===== src/rtl/sec_rtc_pkg.sv =====
`timescale 1ns/1ps
package sec_rtc_pkg;
  // Write strobes issued by the register control to the time datapath
  typedef struct packed {
    logic wrCount;
    logic wrAlarm;
    logic wrTrim;
  } rtcStrobe_t;

  typedef enum logic [2:0] {
    SEL_NONE,
    SEL_COUNT,
    SEL_ALARM,
    SEL_TRIM,
    SEL_STATUS
  } regSel_e;

  // Status word: flags in the low bits, each enable EN_OFFSET above its flag
  localparam int FLAG_ALARM = 0;
  localparam int FLAG_TICK  = 1;
  localparam int EN_OFFSET  = 2;
  localparam int NUM_EVT    = 2;
endpackage


===== src/rtl/sec_rtc_dp.sv =====
`timescale 1ns/1ps
module sec_rtc_dp
  import sec_rtc_pkg::*;
#(
  parameter int DATA_W    = 32,
  parameter int CNT_W     = 32,
  parameter int DIV_W     = 16,
  parameter int TRIM_W    = 8,
  parameter int TRIM_LOG2 = 10
) (
  input  logic                    clk,
  input  logic                    rstN,
  input  rtcStrobe_t              strobe,
  input  logic [DATA_W-1:0]       wrData,
  output logic [CNT_W-1:0]        countQ,
  output logic [CNT_W-1:0]        alarmQ,
  output logic [DIV_W+TRIM_W-1:0] trimQ,
  output logic [DIV_W-1:0]        divider,
  output logic                    tickEvt,
  output logic                    alarmEvt
);
  localparam int TRIM_REG_W = DIV_W + TRIM_W;
  localparam logic [CNT_W-1:0] CNT_ONE = CNT_W'(1);

  logic [DIV_W-1:0]     presc;
  logic [TRIM_LOG2-1:0] trimCnt;
  logic [DIV_W-1:0]     trimVal;
  logic [DIV_W-1:0]     shortLimit;
  logic [DIV_W-1:0]     limit;
  logic                 running;
  logic                 lastPeriod;
  logic [CNT_W-1:0]     countNext;

  assign divider    = trimQ[DIV_W-1:0];
  assign trimVal    = {{(DIV_W-TRIM_W){1'b0}}, trimQ[TRIM_REG_W-1:DIV_W]};
  assign running    = (divider != '0);
  assign lastPeriod = &trimCnt;

  always_comb begin
    shortLimit = (divider > trimVal) ? (divider - trimVal) : '0;
    limit      = lastPeriod ? shortLimit : divider;
  end

  assign tickEvt   = running && (presc >= limit);
  assign countNext = countQ + CNT_ONE;
  assign alarmEvt  = tickEvt && (countNext == alarmQ);

  // Prescaler and trim sequence; a divider/trim write restarts both
  always_ff @(posedge clk) begin
    if (!rstN) begin
      trimQ   <= '0;
      presc   <= '0;
      trimCnt <= '0;
    end else if (strobe.wrTrim) begin
      trimQ   <= wrData[TRIM_REG_W-1:0];
      presc   <= '0;
      trimCnt <= '0;
    end else if (running) begin
      if (tickEvt) begin
        presc   <= '0;
        trimCnt <= trimCnt + TRIM_LOG2'(1);
      end else begin
        presc   <= presc + DIV_W'(1);
      end
    end
  end

  // Seconds counter: software write wins over a tick in the same cycle
  always_ff @(posedge clk) begin
    if (!rstN) begin
      countQ <= '0;
    end else if (strobe.wrCount) begin
      countQ <= wrData[CNT_W-1:0];
    end else if (tickEvt) begin
      countQ <= countNext;
    end
  end

  always_ff @(posedge clk) begin
    if (!rstN) begin
      alarmQ <= '0;
    end else if (strobe.wrAlarm) begin
      alarmQ <= wrData[CNT_W-1:0];
    end
  end
endmodule


===== src/rtl/sec_rtc_ctrl.sv =====
`timescale 1ns/1ps
module sec_rtc_ctrl
  import sec_rtc_pkg::*;
#(
  parameter int DATA_W     = 32,
  parameter int ADDR_W     = 5,
  parameter int CNT_W      = 32,
  parameter int TRIM_REG_W = 24,
  parameter bit ALT_MAP    = 1'b0
) (
  input  logic                  clk,
  input  logic                  rstN,
  input  logic [ADDR_W-1:0]     addr,
  input  logic                  wrEn,
  input  logic [DATA_W-1:0]     wrData,
  output logic [DATA_W-1:0]     rdData,
  output rtcStrobe_t            strobe,
  input  logic [CNT_W-1:0]      countQ,
  input  logic [CNT_W-1:0]      alarmQ,
  input  logic [TRIM_REG_W-1:0] trimQ,
  input  logic                  tickEvt,
  input  logic                  alarmEvt,
  output logic [NUM_EVT-1:0]    flagQ,
  output logic [NUM_EVT-1:0]    irqVec
);
  localparam logic [ADDR_W-1:0] OFF_COUNT  = ALT_MAP ? ADDR_W'('h0) : ADDR_W'('h4);
  localparam logic [ADDR_W-1:0] OFF_ALARM  = ALT_MAP ? ADDR_W'('h4) : ADDR_W'('h0);
  localparam logic [ADDR_W-1:0] OFF_TRIM   = ALT_MAP ? ADDR_W'('hC) : ADDR_W'('h8);
  localparam logic [ADDR_W-1:0] OFF_STATUS = ALT_MAP ? ADDR_W'('h8) : ADDR_W'('h10);
  localparam int STAT_W = NUM_EVT + EN_OFFSET;

  regSel_e            sel;
  logic               wrStatus;
  logic [NUM_EVT-1:0] enQ;
  logic [NUM_EVT-1:0] evtVec;

  always_comb begin
    sel = SEL_NONE;
    if (addr == OFF_COUNT)       sel = SEL_COUNT;
    else if (addr == OFF_ALARM)  sel = SEL_ALARM;
    else if (addr == OFF_TRIM)   sel = SEL_TRIM;
    else if (addr == OFF_STATUS) sel = SEL_STATUS;
  end

  always_comb begin
    strobe.wrCount = wrEn && (sel == SEL_COUNT);
    strobe.wrAlarm = wrEn && (sel == SEL_ALARM);
    strobe.wrTrim  = wrEn && (sel == SEL_TRIM);
    wrStatus       = wrEn && (sel == SEL_STATUS);
  end

  always_comb begin
    evtVec             = '0;
    evtVec[FLAG_ALARM] = alarmEvt;
    evtVec[FLAG_TICK]  = tickEvt;
  end

  // One flag/enable pair per event; the enable sits EN_OFFSET bits above
  for (genvar i = 0; i < NUM_EVT; i++) begin : g_evt
    always_ff @(posedge clk) begin
      if (!rstN) begin
        flagQ[i] <= 1'b0;
        enQ[i]   <= 1'b0;
      end else begin
        flagQ[i] <= evtVec[i] | (flagQ[i] & ~(wrStatus & wrData[i]));
        if (wrStatus) enQ[i] <= wrData[i+EN_OFFSET];
      end
    end
    assign irqVec[i] = flagQ[i] & enQ[i];
  end

  always_comb begin
    unique case (sel)
      SEL_COUNT:  rdData = DATA_W'(countQ);
      SEL_ALARM:  rdData = DATA_W'(alarmQ);
      SEL_TRIM:   rdData = DATA_W'(trimQ);
      SEL_STATUS: rdData = DATA_W'({enQ, flagQ[EN_OFFSET-1:0]});
      default:    rdData = '0;
    endcase
  end

  logic unusedStatW;
  assign unusedStatW = (STAT_W == 0);
endmodule


===== src/rtl/sec_tick_rtc.sv =====
`timescale 1ns/1ps
module sec_tick_rtc
  import sec_rtc_pkg::*;
#(
  parameter int DATA_W    = 32,
  parameter int ADDR_W    = 5,
  parameter int CNT_W     = 32,
  parameter int DIV_W     = 16,
  parameter int TRIM_W    = 8,
  parameter int TRIM_LOG2 = 10,
  parameter bit ALT_MAP   = 1'b0
) (
  input  logic              clk,
  input  logic              rstN,
  input  logic [ADDR_W-1:0] addr,
  input  logic              wrEn,
  input  logic [DATA_W-1:0] wrData,
  output logic [DATA_W-1:0] rdData,
  output logic              irqTick,
  output logic              irqAlarm
);
  localparam int TRIM_REG_W = DIV_W + TRIM_W;

  rtcStrobe_t            strobe;
  logic [CNT_W-1:0]      countQ;
  logic [CNT_W-1:0]      alarmQ;
  logic [TRIM_REG_W-1:0] trimQ;
  logic [DIV_W-1:0]      divider;
  logic                  tickEvt;
  logic                  alarmEvt;
  logic [NUM_EVT-1:0]    flagQ;
  logic [NUM_EVT-1:0]    irqVec;

  sec_rtc_ctrl #(
    .DATA_W(DATA_W), .ADDR_W(ADDR_W), .CNT_W(CNT_W),
    .TRIM_REG_W(TRIM_REG_W), .ALT_MAP(ALT_MAP)
  ) ctrl_i (
    .clk(clk), .rstN(rstN), .addr(addr), .wrEn(wrEn), .wrData(wrData),
    .rdData(rdData), .strobe(strobe), .countQ(countQ), .alarmQ(alarmQ),
    .trimQ(trimQ), .tickEvt(tickEvt), .alarmEvt(alarmEvt),
    .flagQ(flagQ), .irqVec(irqVec)
  );

  sec_rtc_dp #(
    .DATA_W(DATA_W), .CNT_W(CNT_W), .DIV_W(DIV_W),
    .TRIM_W(TRIM_W), .TRIM_LOG2(TRIM_LOG2)
  ) dp_i (
    .clk(clk), .rstN(rstN), .strobe(strobe), .wrData(wrData),
    .countQ(countQ), .alarmQ(alarmQ), .trimQ(trimQ), .divider(divider),
    .tickEvt(tickEvt), .alarmEvt(alarmEvt)
  );

  assign irqTick  = irqVec[FLAG_TICK];
  assign irqAlarm = irqVec[FLAG_ALARM];
endmodule


===== config.mk =====
export PLATFORM = sky130hd
export DESIGN_NAME = sec_tick_rtc
export DESIGN_NICKNAME = d
export VERILOG_FILES = /design/src/rtl/sec_rtc_pkg.sv /design/src/rtl/sec_rtc_dp.sv /design/src/rtl/sec_rtc_ctrl.sv /design/src/rtl/sec_tick_rtc.sv
export SDC_FILE = /design/constraint.sdc
export NUM_CORES = 1
export LEC_CHECK = 0
export CORE_MARGIN = 2
export CORE_UTILIZATION = 30
export DETAILED_ROUTE_END_ITERATION = 10
export PLACE_DENSITY = 0.5
export SYNTH_ARGS = -nofsm -noshare
export SYNTH_HDL_FRONTEND = slang
export SYNTH_SLANG_ARGS = --single-unit

===== constraint.sdc =====
create_clock -name clk -period 5.1 [get_ports clk]
set_input_delay 0.51 -clock clk [delete_from_list [all_inputs] [get_ports clk]]
set_output_delay 0.51 -clock clk [all_outputs]
set_load 0.02 [all_outputs]

# After elaboration in Yosys (flattened, before gate mapping)
# Index checks and enable logic that the tools add are counted.
[classes] add_sub_neg=4 order_cmp=2 n_eq_ne=8 mux=10 bitwise_logic=11 n_reduce_logical=12
[op_table] operator="$pmux 32 s4" n=1
[op_table] operator="$mux 32" n=2
[op_table] operator="$mux 16" n=3
[op_table] operator="$add 32x1->32 const B" n=1
[op_table] operator="$eq 32x32->1" n=1
[op_table] operator="$add 16x1->16 const B" n=1
[op_table] operator="$ge 16x16->1" n=1
[op_table] operator="$gt 16x8->1" n=1
[op_table] operator="$reduce_bool 16->1" n=1
[op_table] operator="$sub 16x8->16" n=1
[op_table] operator="$mux 3" n=4
[op_table] operator="$add 10x1->10 const B" n=1
[op_table] operator="$reduce_and 10->1" n=1
[op_table] operator="$and 1x1->1" n=6
[op_table] operator="$eq 3x2->1 const B" n=2
[op_table] operator="$logic_and 1x1->1" n=6
[op_table] operator="$eq 5x3->1 const B" n=1
[op_table] operator="$eq 5x4->1 const B" n=1
[op_table] operator="$eq 5x5->1 const B" n=1
[op_table] operator="$logic_not 5->1" n=1
[op_table] operator="$eq 3x1->1 const B" n=1
[op_table] operator="$eq 3x3->1 const B" n=1
[op_table] operator="$not 1->1" n=3
[op_table] operator="$or 1x1->1" n=2
[op_table] operator="other kinds (3)" n=3
[totals] ff_bits=118 inputBits=40 out_inout_bits=34 elab_cells=56

# Longest topological paths before layout
[logic_depth] depth_word=11 depth_mapped=21 ltp_nobuf=19

# By module
# Synthesis repeated with hierarchy kept, for this count alone.
[hier_totals] cells_unflattened=966 area_unflattened_um2=8017.7
[modules_own_cells] mod="sec_rtc_dp" instances=1 cells_per_inst=858 area_each_um2=7154.4 seq_area_each_um2=2282.2
[modules_own_cells] mod="sec_rtc_ctrl" instances=1 cells_per_inst=108 area_each_um2=863.3 seq_area_each_um2=80.1

# Least setup slack after synthesis
# OpenSTA, ideal clock, no wires.
[synth_timing] path_kind="reg-to-reg" startpoint="reg dp_i.trimQ[0]" endpoint="reg dp_i.countQ[15]" setup_ns=0.133 arrival_time_ns=3.827 required_ns=4.967 setup_slack_ns=1.140 stages_incl_launch_ff=21 n_path_buf=2 period_less_slack_ns=3.960 cell_sequence="dfxtp_1 > inv_1 > ha_1 > inv_1 > fa_1 > a21o_1 > a21oi_1 > o21ai_0 > a31oi_1 > o21a_1 > clkbuf_1 > o31ai_1 > ha_1 > nor3b_1 > o21ai_0 > a221o_1 > a22o_1 > buf_2 > nand3_1 > xor2_1 > a21oi_1"
[synth_via] elab_chain_len=6 word_cells_on_any_way=8 cone_classes="add/sub (1); order compare (2); mux (2); reduce/logical (3)"
[synth_rtl] element="start, declared" line_no="sec_rtc_dp.sv:17" text="output logic [DIV_W+TRIM_W-1:0] trimQ,"
[synth_rtl] element="start signal, assigned" line_no="sec_rtc_dp.sv:55" text="trimQ <= wrData[TRIM_REG_W-1:0];"
[synth_rtl] element="$sub 16x8->16 or $gt 16x8->1 (tied branches)" line_no="sec_rtc_dp.sv:40" text="shortLimit = (divider > trimVal) ? (divider - trimVal) : '0;"
[synth_rtl] element="$mux 16" line_no="sec_rtc_dp.sv:40"
[synth_rtl] element="$mux 16" line_no="sec_rtc_dp.sv:41" text="limit = lastPeriod ? shortLimit : divider;"
[synth_rtl] element="$ge 16x16->1" line_no="sec_rtc_dp.sv:44" text="assign tickEvt = running && (presc >= limit);"
[synth_rtl] element="$logic_and 1x1->1 (*)" line_no="sec_rtc_dp.sv:44"
[synth_rtl] element="$reduce_bool 2->1 (no source line) (*)"
[synth_rtl] element="end signal, assigned" line_no="sec_rtc_dp.sv:73" text="countQ <= wrData[CNT_W-1:0];"
[synth_rtl] element="end signal, assigned" line_no="sec_rtc_dp.sv:75" text="countQ <= countNext;"
[synth_rtl] element="end, declared" line_no="sec_rtc_dp.sv:15" text="output logic [CNT_W-1:0] countQ,"
# Every way passes the cells marked *; elsewhere a longest branch is shown, timed or not.
# A chain may end at the register's enable or synchronous reset.

# Worst setup path in the final report
[layout_timing] startpoint="reg dp_i.trimQ[0]" endpoint="reg dp_i.presc[15]"
[layout_via] elab_chain_len=6 word_cells_on_any_way=8 cone_classes="add/sub (1); order compare (2); mux (3); reduce/logical (2)"
[layout_rtl] element="$sub 16x8->16 or $gt 16x8->1 (tied branches)" line_no="sec_rtc_dp.sv:40"
[layout_rtl] element="$mux 16" line_no="sec_rtc_dp.sv:40"
[layout_rtl] element="$mux 16" line_no="sec_rtc_dp.sv:41"
[layout_rtl] element="$ge 16x16->1" line_no="sec_rtc_dp.sv:44"
[layout_rtl] element="$logic_and 1x1->1" line_no="sec_rtc_dp.sv:44"
[layout_rtl] element="$mux 16" line_no="sec_rtc_dp.sv:59" text="if (tickEvt) begin"
[layout_rtl] element="end signal, assigned" line_no="sec_rtc_dp.sv:63" text="presc <= presc + DIV_W'(1);"
[layout_rtl] element="end, declared" line_no="sec_rtc_dp.sv:25" text="logic [DIV_W-1:0] presc;"
# Parallel ways exist; a longest one is shown, timed or not.

==> results.sh <==
export IMPL_portBuffers=73
export IMPL_grtUsageTotal_pct=18.5
export IMPL_cpMostUsedCell="a21oi_1"
export IMPL_syn_nets=1099
export IMPL_placedCellCount=1384
export IMPL_final_max_slew_viol_count=0
export IMPL_hold_viol=0
export IMPL_status="complete, no violations"
export IMPL_yosysSeqAreaShare_pct=30.2
export IMPL_fin_crit_ps=4550
export IMPL_layout_nets=1136
export IMPL_syn_instance_count=1031
export IMPL_multi_input_area_um2=5130
export IMPL_grt_antenna_before_repair=0
export IMPL_slew_headroom_pct=30.2
export IMPL_path_buf_inv=4
export IMPL_wl_um=24400
export IMPL_grt_pass1_vias=6951
export IMPL_ioPinCount=74
export IMPL_crit_slowest_cell="o21a_1"
export IMPL_wl_per_cell_um=17.2
export IMPL_ctsRootBufferMaster="clkbuf_16"
export IMPL_yosys_area_share_simple_pct=26.5
export IMPL_synth_xor_area_share_pct=11.1
export IMPL_utilization_pct=36.5
export IMPL_rsz0062_at_grt="false"
export IMPL_startpoint_type="register"
export IMPL_vias=7189
export IMPL_grt_pass1_wl_um=39000
export IMPL_grt_overflow_total=0
export IMPL_place_congestion=0.846
export IMPL_synth_mux_area_fraction_pct=5.01
export IMPL_synth_compound_area_share_pct=18.2
export IMPL_required_ps=5460
export IMPL_synth_top_family_by_area="simple AND/OR/NAND/NOR gates"
export IMPL_dieArea_um2=27400
export IMPL_initial_core_util_pct=30.2
export IMPL_synthFlopType="dfxtp_1"
export IMPL_synth_edff_count=0
export IMPL_p_per_area_nw_per_um2=263
export IMPL_syn_area_um2=7810
export IMPL_dieWidth_um=165
export IMPL_setup_tns_ps=0
export IMPL_clock_sinks=118
export IMPL_cts_buffer_depth=2
export IMPL_finalSetupViolations=0
export IMPL_period_share_pct=89.2
export IMPL_max_freq_mhz=220
export IMPL_drc=0
export IMPL_power_leakage_nw=3.12
export IMPL_rows=59
export IMPL_synthAdderAreaFrac_pct=4.58
export IMPL_cts_tree="done"
export IMPL_die_h_um=165
export IMPL_post_drt_via_cell_ratio=5.08
export IMPL_diodes=0
export IMPL_worstMarginPinSlew_ps=1050
export IMPL_crit_family="compound AO/OA/AOI/OAI gates"
export IMPL_holdWs_ps=476
export IMPL_synth_seq_cells=118
export IMPL_ant_nets=0
export IMPL_synthToLayoutAreaGrowth_pct=20.7
export IMPL_clock_latency_ps=430
export IMPL_hp_class="reg2reg"
export IMPL_dpl_hpwl_um=16900
export IMPL_core_um2=25800
export IMPL_cp_cell_sequence="inv_1 > ha_1 > inv_1 > fa_1 > a21o_1 > a21oi_1 > o21ai_0 > a31oi_1 > o21a_1 > nor4_1 > a21oi_1 > ha_1 > o211ai_1 > a21oi_1 > a221o_1 > a22oi_2 > buf_4 > nand3_1 > buf_4 > nor2_1"
export IMPL_first_pass_iters=5
export IMPL_layout_drive_gt1_share_pct=6.38
export IMPL_cp_arrival_ps=4900
export IMPL_synth_cell_types=61
export IMPL_nFillCells=2751
export IMPL_postCtsSetupBuffers=0
export IMPL_skew_ps=18.1
export IMPL_final_cells=1416
export IMPL_cts_resized=0
export IMPL_worst_setup_path_type="reg2reg"
export IMPL_first_iter_violations=347
export IMPL_yosysWarnings=0
export IMPL_clk_pin_slew_ps=60
export IMPL_numCtsBuffers=17
export IMPL_cap_violations=0
export IMPL_cts_hold_buf=0
export IMPL_layout_commonest_cell="nand2_1"
export IMPL_ir_worst_vdd_v=0.000149
export IMPL_path_max_fanout=24
export IMPL_final_cell_mix="nand2_1, dfxtp_1, nor2_1"
export IMPL_slowest_delay_ps=490
export IMPL_total_power_mw=2.48
export IMPL_cts_htree_levels=4
export IMPL_cp_end_kind="register"
export IMPL_ys_async_sr_fraction_pct=0
export IMPL_grt_max_degree=58
export IMPL_regArea_um2=2360
export IMPL_avgSynthCellArea_um2=7.58
==> per-stage QoR <==
step / area (um^2) / setup WS, ps
2_1_floorplan: 7820 / 1140
3_3_place_gp: 8800 / 685
3_5_place_dp: 8800 / 591
4_1_cts: 9430 / 565
5_1_grt: 9430 / 170
6_report: 9430 / 553
==> per-layer routing <==
layer	up-vias	part of all wire [%]	global-route usage, %
met5	-	0	0
met4	0	2.7	6.66
met3	29	3.8	3.62
met2	161	44	28.4
met1	3346	50	25.7
li1	3653	-	-
==> cells by family (layout without fill, tap and decap cells) <==
logic type / count (synthesis) / count (layout)
simple gates: 432 / 432
compound gates: 231 / 231
flops: 118 / 118
xor+xnor: 99 / 99
buf+inv: 84 / 134
mux: 39 / 39
fa+ha+maj: 28 / 28
==> sequential cells by signal, indices dropped and copies added, names as in the netlist <==
name          cells
ctrl_i.enQ        2
dp_i.trimQ       24
dp_i.presc       16
dp_i.trimCnt     10
dp_i.countQ      32
dp_i.alarmQ      32
ctrl_i.flagQ      2
==> power breakdown <==
group / leakage (nW) / switching, mW / internal, mW
registers: 0.952 / 0.0170 / 0.933
clock network: 0.309 / 0.488 / 0.838
logic: 1.85 / 0.120 / 0.0834
==> cells in the mapped netlist, drive strengths merged, types with 6 or more instances <==
master,instances,area share (%)
and2,7,0.56
clkbuf,52,2.5
a21boi,61,5.9
nor4,16,1.7
and3,16,1.3
nor2b,6,0.48
inv,16,0.77
nand3,31,2.4
ha,27,4.3
o21ai,51,3.3
nor2,105,5.1
a31oi,6,0.48
buf,16,1.1
or3,6,0.48
nand2,169,8.1
nand4,24,2.2
mux2i,38,4.9
a21oi,83,5.3
xor2,37,4.1
dfxtp,118,30
xnor2,62,6.9
nor3,28,1.9
==> worst reg2reg max path, cell delays in order, from the launching register on <==
cell and delay (ps):
dfxtp_1 350, inv_1 70, ha_1 160, inv_1 60
fa_1 390, a21o_1 170, a21oi_1 260, o21ai_0 150
a31oi_1 220, o21a_1 490, nor4_1 110, a21oi_1 190
ha_1 270, o211ai_1 170, a21oi_1 90, a221o_1 350
a22oi_2 150, buf_4 360, nand3_1 120, buf_4 220
nor2_1 120
==> final timing paths <==
| kind | startpoint | endpoint | slack, ps | cells past startpoint |
|---|---|---|---|---|
| worst max register to register | dp_i.trimQ[0] | dp_i.presc[15] | 550 | 20 |
| worst max-delay path | dp_i.trimQ[0] | dp_i.presc[15] | 550 | 20 |
| worst min register to register | dp_i.trimCnt[1] | dp_i.trimCnt[1] | 480 | 2 |
| worst min-delay path | dp_i.trimCnt[1] | dp_i.trimCnt[1] | 480 | 2 |
==> area by class of cell <==
cell class                 count  area share, %
multi-input combinational    829           54.4
timing repair buffer          86           8.75
tap                          335           4.44
clock inverter                13           2.06
inverter                      16          0.637
clock buffer                  19           4.70
sequential                   118           25.0
Power figures use the tool's default switching activity.
